**src/rtl/wpm_pkg.sv**
```systemverilog
package wpm_pkg;
  localparam int WORD_W    = 32;
  localparam int TIMER_CNT = 2;
  localparam int BANK_CNT  = 5;

  typedef enum int {
    BK_ENABLE = 0,
    BK_FALL   = 1,
    BK_RISE   = 2,
    BK_POL    = 3,
    BK_STATUS = 4
  } bank_e;

  function automatic int stride_of(input int pins);
    return (pins + WORD_W - 1) / WORD_W;
  endfunction

  function automatic int word_index(input int bank, input int sub, input int stride);
    return TIMER_CNT + bank * stride + sub;
  endfunction
endpackage

```
**src/rtl/wpm_sync.sv**
```systemverilog
module wpm_sync #(
  parameter int WIDTH = 64
) (
  input  logic             clk,
  input  logic             rst_n,
  input  logic [WIDTH-1:0] async_i,
  output logic [WIDTH-1:0] sync_o
);
  logic [WIDTH-1:0] stage1_q;
  logic [WIDTH-1:0] stage2_q;

  always_ff @(posedge clk or negedge rst_n) begin
    if (!rst_n) begin
      stage1_q <= '0;
      stage2_q <= '0;
    end else begin
      stage1_q <= async_i;
      stage2_q <= stage1_q;
    end
  end

  assign sync_o = stage2_q;
endmodule

```
**src/rtl/wpm_detect.sv**
```systemverilog
module wpm_detect #(
  parameter int PIN_COUNT = 64
) (
  input  logic                 clk,
  input  logic                 rst_n,
  input  logic [PIN_COUNT-1:0] sync_i,
  input  logic [PIN_COUNT-1:0] rise_i,
  input  logic [PIN_COUNT-1:0] fall_i,
  input  logic [PIN_COUNT-1:0] pol_i,
  output logic [PIN_COUNT-1:0] event_o
);
  logic [PIN_COUNT-1:0] prev_q;

  always_ff @(posedge clk or negedge rst_n) begin
    if (!rst_n) begin
      prev_q <= '0;
    end else begin
      prev_q <= sync_i;
    end
  end

  for (genvar p = 0; p < PIN_COUNT; p++) begin : g_pin
    logic armed;
    logic went_up;
    logic went_down;
    logic level_hit;
    assign armed     = rise_i[p] | fall_i[p];
    assign went_up   = sync_i[p] & ~prev_q[p];
    assign went_down = ~sync_i[p] & prev_q[p];
    assign level_hit = (sync_i[p] == pol_i[p]);
    assign event_o[p] = armed ? ((rise_i[p] & went_up) | (fall_i[p] & went_down))
                              : level_hit;
  end
endmodule

```
**src/rtl/wpm_regbank.sv**
```systemverilog
module wpm_regbank
  import wpm_pkg::*;
#(
  parameter int PIN_COUNT = 64,
  parameter int ADDR_W    = 8
) (
  input  logic                 clk,
  input  logic                 rst_n,
  input  logic                 bus_we_i,
  input  logic [ADDR_W-1:0]    bus_addr_i,
  input  logic [WORD_W-1:0]    bus_wdata_i,
  output logic [WORD_W-1:0]    bus_rdata_o,
  input  logic [PIN_COUNT-1:0] event_i,
  output logic [PIN_COUNT-1:0] en_o,
  output logic [PIN_COUNT-1:0] fall_o,
  output logic [PIN_COUNT-1:0] rise_o,
  output logic [PIN_COUNT-1:0] pol_o,
  output logic [PIN_COUNT-1:0] stat_o
);
  localparam int STRIDE  = stride_of(PIN_COUNT);
  localparam int PADW    = STRIDE * WORD_W;
  localparam int CFG_CNT = BANK_CNT - 1;

  logic [WORD_W-1:0] widx;
  logic [WORD_W-1:0] timer_q [TIMER_CNT];
  logic [WORD_W-1:0] timer_d [TIMER_CNT];
  logic [PADW-1:0]   cfg_q   [CFG_CNT];
  logic [PADW-1:0]   cfg_d   [CFG_CNT];
  logic [PADW-1:0]   stat_q;
  logic [PADW-1:0]   stat_d;
  logic [PADW-1:0]   keep_mask;
  logic [PADW-1:0]   event_pad;

  assign widx      = WORD_W'(bus_addr_i[ADDR_W-1:2]);
  assign event_pad = PADW'(event_i);

  // next-state: decoded writes, status clear-by-zero, event set wins
  always_comb begin
    timer_d   = timer_q;
    cfg_d     = cfg_q;
    keep_mask = '1;
    if (bus_we_i) begin
      for (int t = 0; t < TIMER_CNT; t++) begin
        if (widx == WORD_W'(t)) timer_d[t] = bus_wdata_i;
      end
      for (int k = 0; k < CFG_CNT; k++) begin
        for (int i = 0; i < STRIDE; i++) begin
          if (widx == WORD_W'(word_index(k, i, STRIDE))) cfg_d[k][i*WORD_W +: WORD_W] = bus_wdata_i;
        end
      end
      for (int i = 0; i < STRIDE; i++) begin
        if (widx == WORD_W'(word_index(BK_STATUS, i, STRIDE))) keep_mask[i*WORD_W +: WORD_W] = bus_wdata_i;
      end
    end
    stat_d = (stat_q & keep_mask) | event_pad;
    for (int b = PIN_COUNT; b < PADW; b++) begin
      stat_d[b] = 1'b0;
      for (int k = 0; k < CFG_CNT; k++) cfg_d[k][b] = 1'b0;
    end
  end

  always_ff @(posedge clk or negedge rst_n) begin
    if (!rst_n) begin
      timer_q <= '{default: '0};
      cfg_q   <= '{default: '0};
    end else if (bus_we_i) begin
      timer_q <= timer_d;
      cfg_q   <= cfg_d;
    end
  end

  always_ff @(posedge clk or negedge rst_n) begin
    if (!rst_n) begin
      stat_q <= '0;
    end else begin
      stat_q <= stat_d;
    end
  end

  // read path: unmatched addresses fall through to zero
  always_comb begin
    bus_rdata_o = '0;
    for (int t = 0; t < TIMER_CNT; t++) begin
      if (widx == WORD_W'(t)) bus_rdata_o = timer_q[t];
    end
    for (int k = 0; k < CFG_CNT; k++) begin
      for (int i = 0; i < STRIDE; i++) begin
        if (widx == WORD_W'(word_index(k, i, STRIDE))) bus_rdata_o = cfg_q[k][i*WORD_W +: WORD_W];
      end
    end
    for (int i = 0; i < STRIDE; i++) begin
      if (widx == WORD_W'(word_index(BK_STATUS, i, STRIDE))) bus_rdata_o = stat_q[i*WORD_W +: WORD_W];
    end
  end

  assign en_o   = cfg_q[BK_ENABLE][PIN_COUNT-1:0];
  assign fall_o = cfg_q[BK_FALL][PIN_COUNT-1:0];
  assign rise_o = cfg_q[BK_RISE][PIN_COUNT-1:0];
  assign pol_o  = cfg_q[BK_POL][PIN_COUNT-1:0];
  assign stat_o = stat_q[PIN_COUNT-1:0];
endmodule

```
**src/rtl/wake_pin_monitor.sv**
```systemverilog
module wake_pin_monitor #(
  parameter int PIN_COUNT = 64,
  parameter int ADDR_W    = 8
) (
  input  logic                 clk,
  input  logic                 rst_n,
  input  logic [PIN_COUNT-1:0] wake_pins_i,
  input  logic                 bus_we_i,
  input  logic [ADDR_W-1:0]    bus_addr_i,
  input  logic [31:0]          bus_wdata_i,
  output logic [31:0]          bus_rdata_o,
  output logic                 wake_irq_o
);
  logic [1:0]           rst_pipe_q;
  logic                 rst_core_n;
  logic [PIN_COUNT-1:0] sync_w;
  logic [PIN_COUNT-1:0] event_w;
  logic [PIN_COUNT-1:0] en_w;
  logic [PIN_COUNT-1:0] fall_w;
  logic [PIN_COUNT-1:0] rise_w;
  logic [PIN_COUNT-1:0] pol_w;
  logic [PIN_COUNT-1:0] stat_w;
  logic                 wake_d;
  logic                 wake_q;

  // asynchronous assertion, synchronous release
  always_ff @(posedge clk or negedge rst_n) begin
    if (!rst_n) begin
      rst_pipe_q <= '0;
    end else begin
      rst_pipe_q <= {rst_pipe_q[0], 1'b1};
    end
  end
  assign rst_core_n = rst_pipe_q[1];

  wpm_sync #(.WIDTH(PIN_COUNT)) u_sync (
    .clk     (clk),
    .rst_n   (rst_core_n),
    .async_i (wake_pins_i),
    .sync_o  (sync_w)
  );

  wpm_detect #(.PIN_COUNT(PIN_COUNT)) u_detect (
    .clk     (clk),
    .rst_n   (rst_core_n),
    .sync_i  (sync_w),
    .rise_i  (rise_w),
    .fall_i  (fall_w),
    .pol_i   (pol_w),
    .event_o (event_w)
  );

  wpm_regbank #(.PIN_COUNT(PIN_COUNT), .ADDR_W(ADDR_W)) u_regs (
    .clk         (clk),
    .rst_n       (rst_core_n),
    .bus_we_i    (bus_we_i),
    .bus_addr_i  (bus_addr_i),
    .bus_wdata_i (bus_wdata_i),
    .bus_rdata_o (bus_rdata_o),
    .event_i     (event_w),
    .en_o        (en_w),
    .fall_o      (fall_w),
    .rise_o      (rise_w),
    .pol_o       (pol_w),
    .stat_o      (stat_w)
  );

  assign wake_d = |(stat_w & en_w);

  always_ff @(posedge clk or negedge rst_core_n) begin
    if (!rst_core_n) begin
      wake_q <= 1'b0;
    end else begin
      wake_q <= wake_d;
    end
  end

  assign wake_irq_o = wake_q;
endmodule

```
**config.mk**
```make
export PLATFORM = sky130hd
export DESIGN_NAME = wake_pin_monitor
export DESIGN_NICKNAME = d
export VERILOG_FILES = /design/src/rtl/wpm_pkg.sv /design/src/rtl/wpm_sync.sv /design/src/rtl/wpm_detect.sv /design/src/rtl/wpm_regbank.sv /design/src/rtl/wake_pin_monitor.sv
export SDC_FILE = /design/constraint.sdc
export NUM_CORES = 1
export LEC_CHECK = 0
export ABC_AREA = 1
export BUFFER_PORTS_ARGS = -buffer_cell sky130_fd_sc_hd__buf_2
export CELL_PAD_IN_SITES_DETAIL_PLACEMENT = 2
export CELL_PAD_IN_SITES_GLOBAL_PLACEMENT = 2
export CORE_ASPECT_RATIO = 0.75
export CORE_MARGIN = 4
export CORE_UTILIZATION = 38
export CTS_CLUSTER_SIZE = 40
export DETAILED_ROUTE_END_ITERATION = 10
export GPL_ROUTABILITY_DRIVEN = 0
export PLACE_DENSITY_LB_ADDON = 0.1
export SETUP_SLACK_MARGIN = 0.3
export SLEW_MARGIN = 10
export SYNTH_ARGS = -nofsm -noshare
export SYNTH_HDL_FRONTEND = slang
export SYNTH_SLANG_ARGS = --single-unit
```
**constraint.sdc**
```tcl
create_clock -name clk -period 20.7 [get_ports clk]
set_clock_uncertainty 0.15 [all_clocks]
set_input_delay 1.035 -clock clk [delete_from_list [all_inputs] [get_ports clk]]
set_output_delay 1.035 -clock clk [all_outputs]
set_load 0.01 [all_outputs]
```
Word level (Yosys, flattened, before mapping)
Cells that the tools add are included.
{ "totals": {"regBits": 579, "latchBits": 0, "mem_bits_rw": 0, "romBits": 0, "inputBits": 107, "output_inout_bits": 33, "elab_cells": 697, "memories": 0} }
{ "classes": {"add_sub_neg": 0, "mul": 0, "div_mod_pow": 0, "n_lt_le_gt_ge": 0, "eq_ne": 75, "shift": 0, "mux": 79, "n_bitwise": 515, "reduce_logical": 12} }
{ "ops": {"columns": ["cell", "count"], "rows": [
  ["2-to-1 mux 32 bit", 14],
  ["bitwise AND 1 bit", 256],
  ["bitwise AND 64 bit", 2],
  ["inverter 1 bit", 128],
  ["OR 1 bit", 128],
  ["equality test 1 bit", 64],
  ["2-to-1 mux 1 bit", 64],
  ["2-to-1 mux 64 bit", 1],
  ["OR 64 bit", 1],
  ["OR reduction 64 bit", 1],
  ["logical NOT 32 bit", 1],
  ["equality test 6 x 3 -> 1 bit (second input constant)", 4],
  ["equality test 6 x 4 -> 1 bit (second input constant)", 4],
  ["AND reduction 2 bit", 10],
  ["equality test 6 x 2 -> 1 bit (second input constant)", 2],
  ["equality test 6 x 1 -> 1 bit (second input constant)", 1]
]} }

Depth between registers and ports, before layout
{ "logic_depth": {"ltp_word": 13, "depth_mapped": 12, "mapped_depth_nobuf": 11} }

By module
A second synthesis with hierarchy kept.
{ "hier_totals": {"cells_unflattened": 3324, "hier_area_um2": 25863.6} }
{ "by_module_without_submodules": {"columns": ["mod", "n_inst", "cells_each", "area_per_inst_um2", "seq_area_each_um2"], "rows": [
  ["wpm_regbank", 1, 2177, 17305.3, 9609.2],
  ["wpm_detect", 1, 896, 4804.6, 1601.5],
  ["wpm_sync", 1, 128, 3203.1, 3203.1],
  ["wake_pin_monitor", 1, 123, 550.5, 75.1]
]} }

Worst setup path before layout
OpenSTA, ideal clock, no wires.
{ "synth_timing": {"path_kind": "in2out", "startpoint": "input port bus_addr_i[7]", "endpoint": "output port bus_rdata_o[25]", "arrival_time_ns": 2.095, "t_required_ns": 19.515, "path_slack_ns": 17.420, "path_stages": 10, "path_buffers": 1, "cell_sequence": "nor2_8 -> nand2_4 -> nor2_8 -> inv_2 -> buf_6 -> nor2_1 -> o21bai_1 -> nand4_1 -> nand2_1 -> nand4_1"} }
{ "synth_between": {"elab_chain_len": 13, "elab_cells_between_ends": 24, "classes_between": "11 x eq/ne; 12 x mux; 1 x reduce/logical"} }
{ "synth_lines": {"columns": ["item", "line_no", "source"], "rows": [
  ["start, declared", "wake_pin_monitor.sv:9", "input logic [ADDR_W-1:0] bus_addr_i,"],
  ["logical NOT 32 bit", "wpm_regbank.sv:84", "if (widx == WORD_W'(t)) bus_rdata_o = timer_q[t];"],
  ["2-to-1 mux 32 bit (2 in series)", "wpm_regbank.sv:84", null],
  ["2-to-1 mux 32 bit (8 in series)", "wpm_regbank.sv:88", "if (widx == WORD_W'(word_index(k, i, STRIDE))) bus_rdata_o = cfg_q[k][i*WORD_W +: WORD_W];"],
  ["2-to-1 mux 32 bit", "wpm_regbank.sv:92", "if (widx == WORD_W'(word_index(BK_STATUS, i, STRIDE))) bus_rdata_o = stat_q[i*WORD_W +: WORD_W];"],
  ["2-to-1 mux 32 bit (*)", "wpm_regbank.sv:92", null],
  ["end, declared", "wake_pin_monitor.sv:11", "output logic [31:0] bus_rdata_o,"]
]} }
Every way passes the cells marked *; elsewhere a longest branch is shown, timed or not.

Worst setup path in the final report
{ "layout_timing": {"startpoint": "input port bus_addr_i[7]", "endpoint": "output port bus_rdata_o[3]"} }
The elaborated chain is that of the path after synthesis.

==> impl_metrics.py <==
metrics = {
    "worst_hold_path": {
        "hold_path_class": "flip-flop to flip-flop",
        "min_to": "u_sync.sync_o[29]$_DFF_PN0_",
        "whs_path_depth": 0,
        "min_from": "u_sync.stage1_q[29]$_DFF_PN0_",
    },
    "yosys": {
        "syn_area_per_cell_um2": 9.00,
        "netlist.area_leader.share_pct": 58.6,
        "synthTopCellsByCount": "nand2_1, dfrtp_1, o21ai_0",
        "synthFlopType": "dfrtp_1",
        "synth.distinct_cells": 29,
        "synth-seq-cells": 579,
        "syn_nets": 2856,
        "netlist_top_cells_area": "dfrtp_1, nand2_1, o21ai_0",
        "synth_area_leader_cell": "dfrtp_1",
        "yosysMostFrequentCell": "nand2_1",
        "async_reset_ff_share_pct": 100,
        "synth_area_um2": 24700,
        "ys_warn_count": 0,
        "synth_enable_flop_cells": 0,
        "synth_cells": 2749,
        "yosysSeqAreaShare_pct": 58.6,
    },
    "routing": {
        "firstDrtPassIters": 5,
        "ant_nets": 0,
        "wire_per_inst_um": 25.2,
        "vias": 20991,
        "vias_per_cell": 5.62,
        "drt_iter0_markers": 1440,
        "wl_um": 94200,
        "route.detailed.drc": 0,
    },
    "power": {
        "power.leakage_nw": 12.4,
        "total_power_w": 0.00269,
        "ir_worst_vdd_mv": 0.0641,
        "power_density_nw_per_um2": 96.1,
    },
    "cts": {
        "clkTransAtPathRegs_ns": 0.06,
        "numCtsBuffers": 61,
        "cts_tree": "done",
        "cts.hold.buffers_added": 1,
        "insertion_delay_ns": 0.63,
        "cts-htree-levels": 2,
        "clockBufferDepth": 3,
        "post_cts_buffers": 0,
        "clockRootBuffer": "clkbuf_16",
        "clock_sinks": 579,
        "cts-resized-gates": 0,
    },
    "global_route": {
        "antenna_found_initial": 3,
        "grt_pass1_wl_um": 144000,
        "track_usage_pct": 27.3,
        "grt.met1_usage_pct": 38.5,
        "top_usage_layer": "met2",
        "grt_max_degree": 175,
        "grt_overflow": 0,
        "grt_pass1_vias": 23097,
        "met3_usage_pct": 4.35,
        "met2_usage_pct": 44.2,
    },
    "setup_path": {
        "max_stage_delay_ns": 0.82,
        "cp-end-kind": "output port",
        "slowest_stage": "nor2_8",
        "r2r_slack_ns": 16.97,
        "critPathLaunchType": "primary input",
        "critPathRequiredTime_ns": 19.52,
        "timing.critical_path.arrival_ns": 4.67,
        "r2r-start": "rst_pipe_q[1]$_DFF_PN0_",
        "worst_r2r_endpoint": "u_detect.prev_q[40]$_DFF_PN0_",
        "crit_fanout": 55,
        "path_cells": "buf_2, nor2_8, buf_4, nand2_2, nor2_8, inv_2, buf_4, or2_2, nand2_1, nand2_1, buf_2",
        "crit_type": "primary input to output port",
        "ff2ff_path_depth": 3,
    },
    "timing": {
        "final_hold_viol_count": 0,
        "rsz0062_at_grt": "false",
        "fin_tns_setup_ns": 0,
        "slew_headroom_pct": 26.7,
        "fmax_mhz": 171,
        "hold_slack_ns": 0.197,
        "post-route-period-util_pct": 28.3,
        "setup_violations": 0,
        "slew_violations": 0,
        "period_needed_ns": 5.85,
        "tightest_slew_ns": 1.10,
    },
    "finish": {
        "final_nets": 2928,
        "fin_cells": 3732,
        "fillers": 6913,
        "seq_area_um2": 14500,
        "area_growth_pct": 13.1,
        "multiInputGateArea_um2": 9030,
        "drive_gt1_share_pct": 10.7,
        "final_cell_area_um2": 28000,
    },
    "floorplan": {
        "die_h_um": 229,
        "rows": 80,
        "start_util_pct": 38.6,
        "io_pins": 140,
        "die_area_um2": 69300,
        "core_area_um2": 64100,
        "die_w_um": 303,
    },
    "placed_design": {
        "dpl.cell_count": 3618,
        "placed_area_um2": 26000,
        "post-dp-hpwl_um": 58200,
        "io_buffers": 137,
    },
    "job": {
        "drv_cap": 0,
    },
    "status": {
        "status": "finished, final reports clean",
    },
}
## worst max-delay path: cells and delay by family
family | cells | cell delay (ns)
AND/OR/NAND/NOR | 6 | 1.69
buffers and inverters | 5 | 1.82
## cell usage in the layout (no fill, tap or decap), drive strengths merged, types with 2 or more instances in the layout
cell / n
a21oi: 36
buf: 160
bufinv: 2
clkbuf: 89
clkinv: 19
dfrtp: 579
inv: 145
nand2: 883
nand3: 109
nand3b: 48
nand4: 108
nor2: 161
nor4: 4
o2111ai: 66
o21ai: 386
o21bai: 8
or2: 17
xnor2: 46
## per-stage QoR
stage | util (%) | setup slack, ns
after detailed placement | 40.6 | 14.97
after floorplan | - | 3.22
after global routing | 43.7 | 14.77
final | 43.7 | 14.85
after global placement | 40.6 | 15.00
after CTS | 43.7 | 14.91
## power by group
part | internal, W | switching [W] | leakage, nW
logic | 0.0000886 | 0.000172 | 4.34
clock network | 0.000621 | 0.000476 | 0.988
registers | 0.00123 | 0.0000988 | 7.10
total | 0.00194 | 0.000747 | 12.4
## layer usage
metal	vias up	part of all wire [%]	wire (um)
met5	-	0	0
met4	0	2.3	2180
met3	132	5.2	4860
met2	481	46	43600
met1	11134	46	43600
li1	9244	-	-
## how the worst max path moves through the flow
stage / slack [ns] / end / depth (start not counted) / from
final: 14.85 / bus_rdata_o[3] / 11 / bus_addr_i[7]
after detailed placement: 14.97 / bus_rdata_o[3] / 11 / bus_addr_i[7]
after global placement: 15.00 / bus_rdata_o[9] / 12 / bus_addr_i[2]
after global routing: 14.77 / bus_rdata_o[9] / 12 / bus_addr_i[2]
after floorplan: 3.22 / u_detect.prev_q[0]$_DFF_PN0_ / 0 / rst_pipe_q[1]$_DFF_PN0_
after CTS: 14.91 / bus_rdata_o[3] / 11 / bus_addr_i[7]
## final cells by class
class | instances | share of cell area [%]
flip-flops and latches | 579 | 51.8
multi-input cells | 1874 | 32.3
clock buffers | 89 | 6.40
well taps | 861 | 3.85
repair buffers | 161 | 3.16
inverters | 144 | 1.93
clock inverters | 23 | 0.612
diodes | 1 | 0.00894
## cells by family (layout without fill, tap and decap cells)
family	Yosys count	count (layout)	share of synthesized area, %
xor+xnor	46	46	1.63
simple gates	1330	1330	23.7
buf+inv	296	417	4.99
other cells	1	2	0.0152
compound gates	497	497	11.2
flops	579	579	58.6
Power figures use the tool's default switching activity.
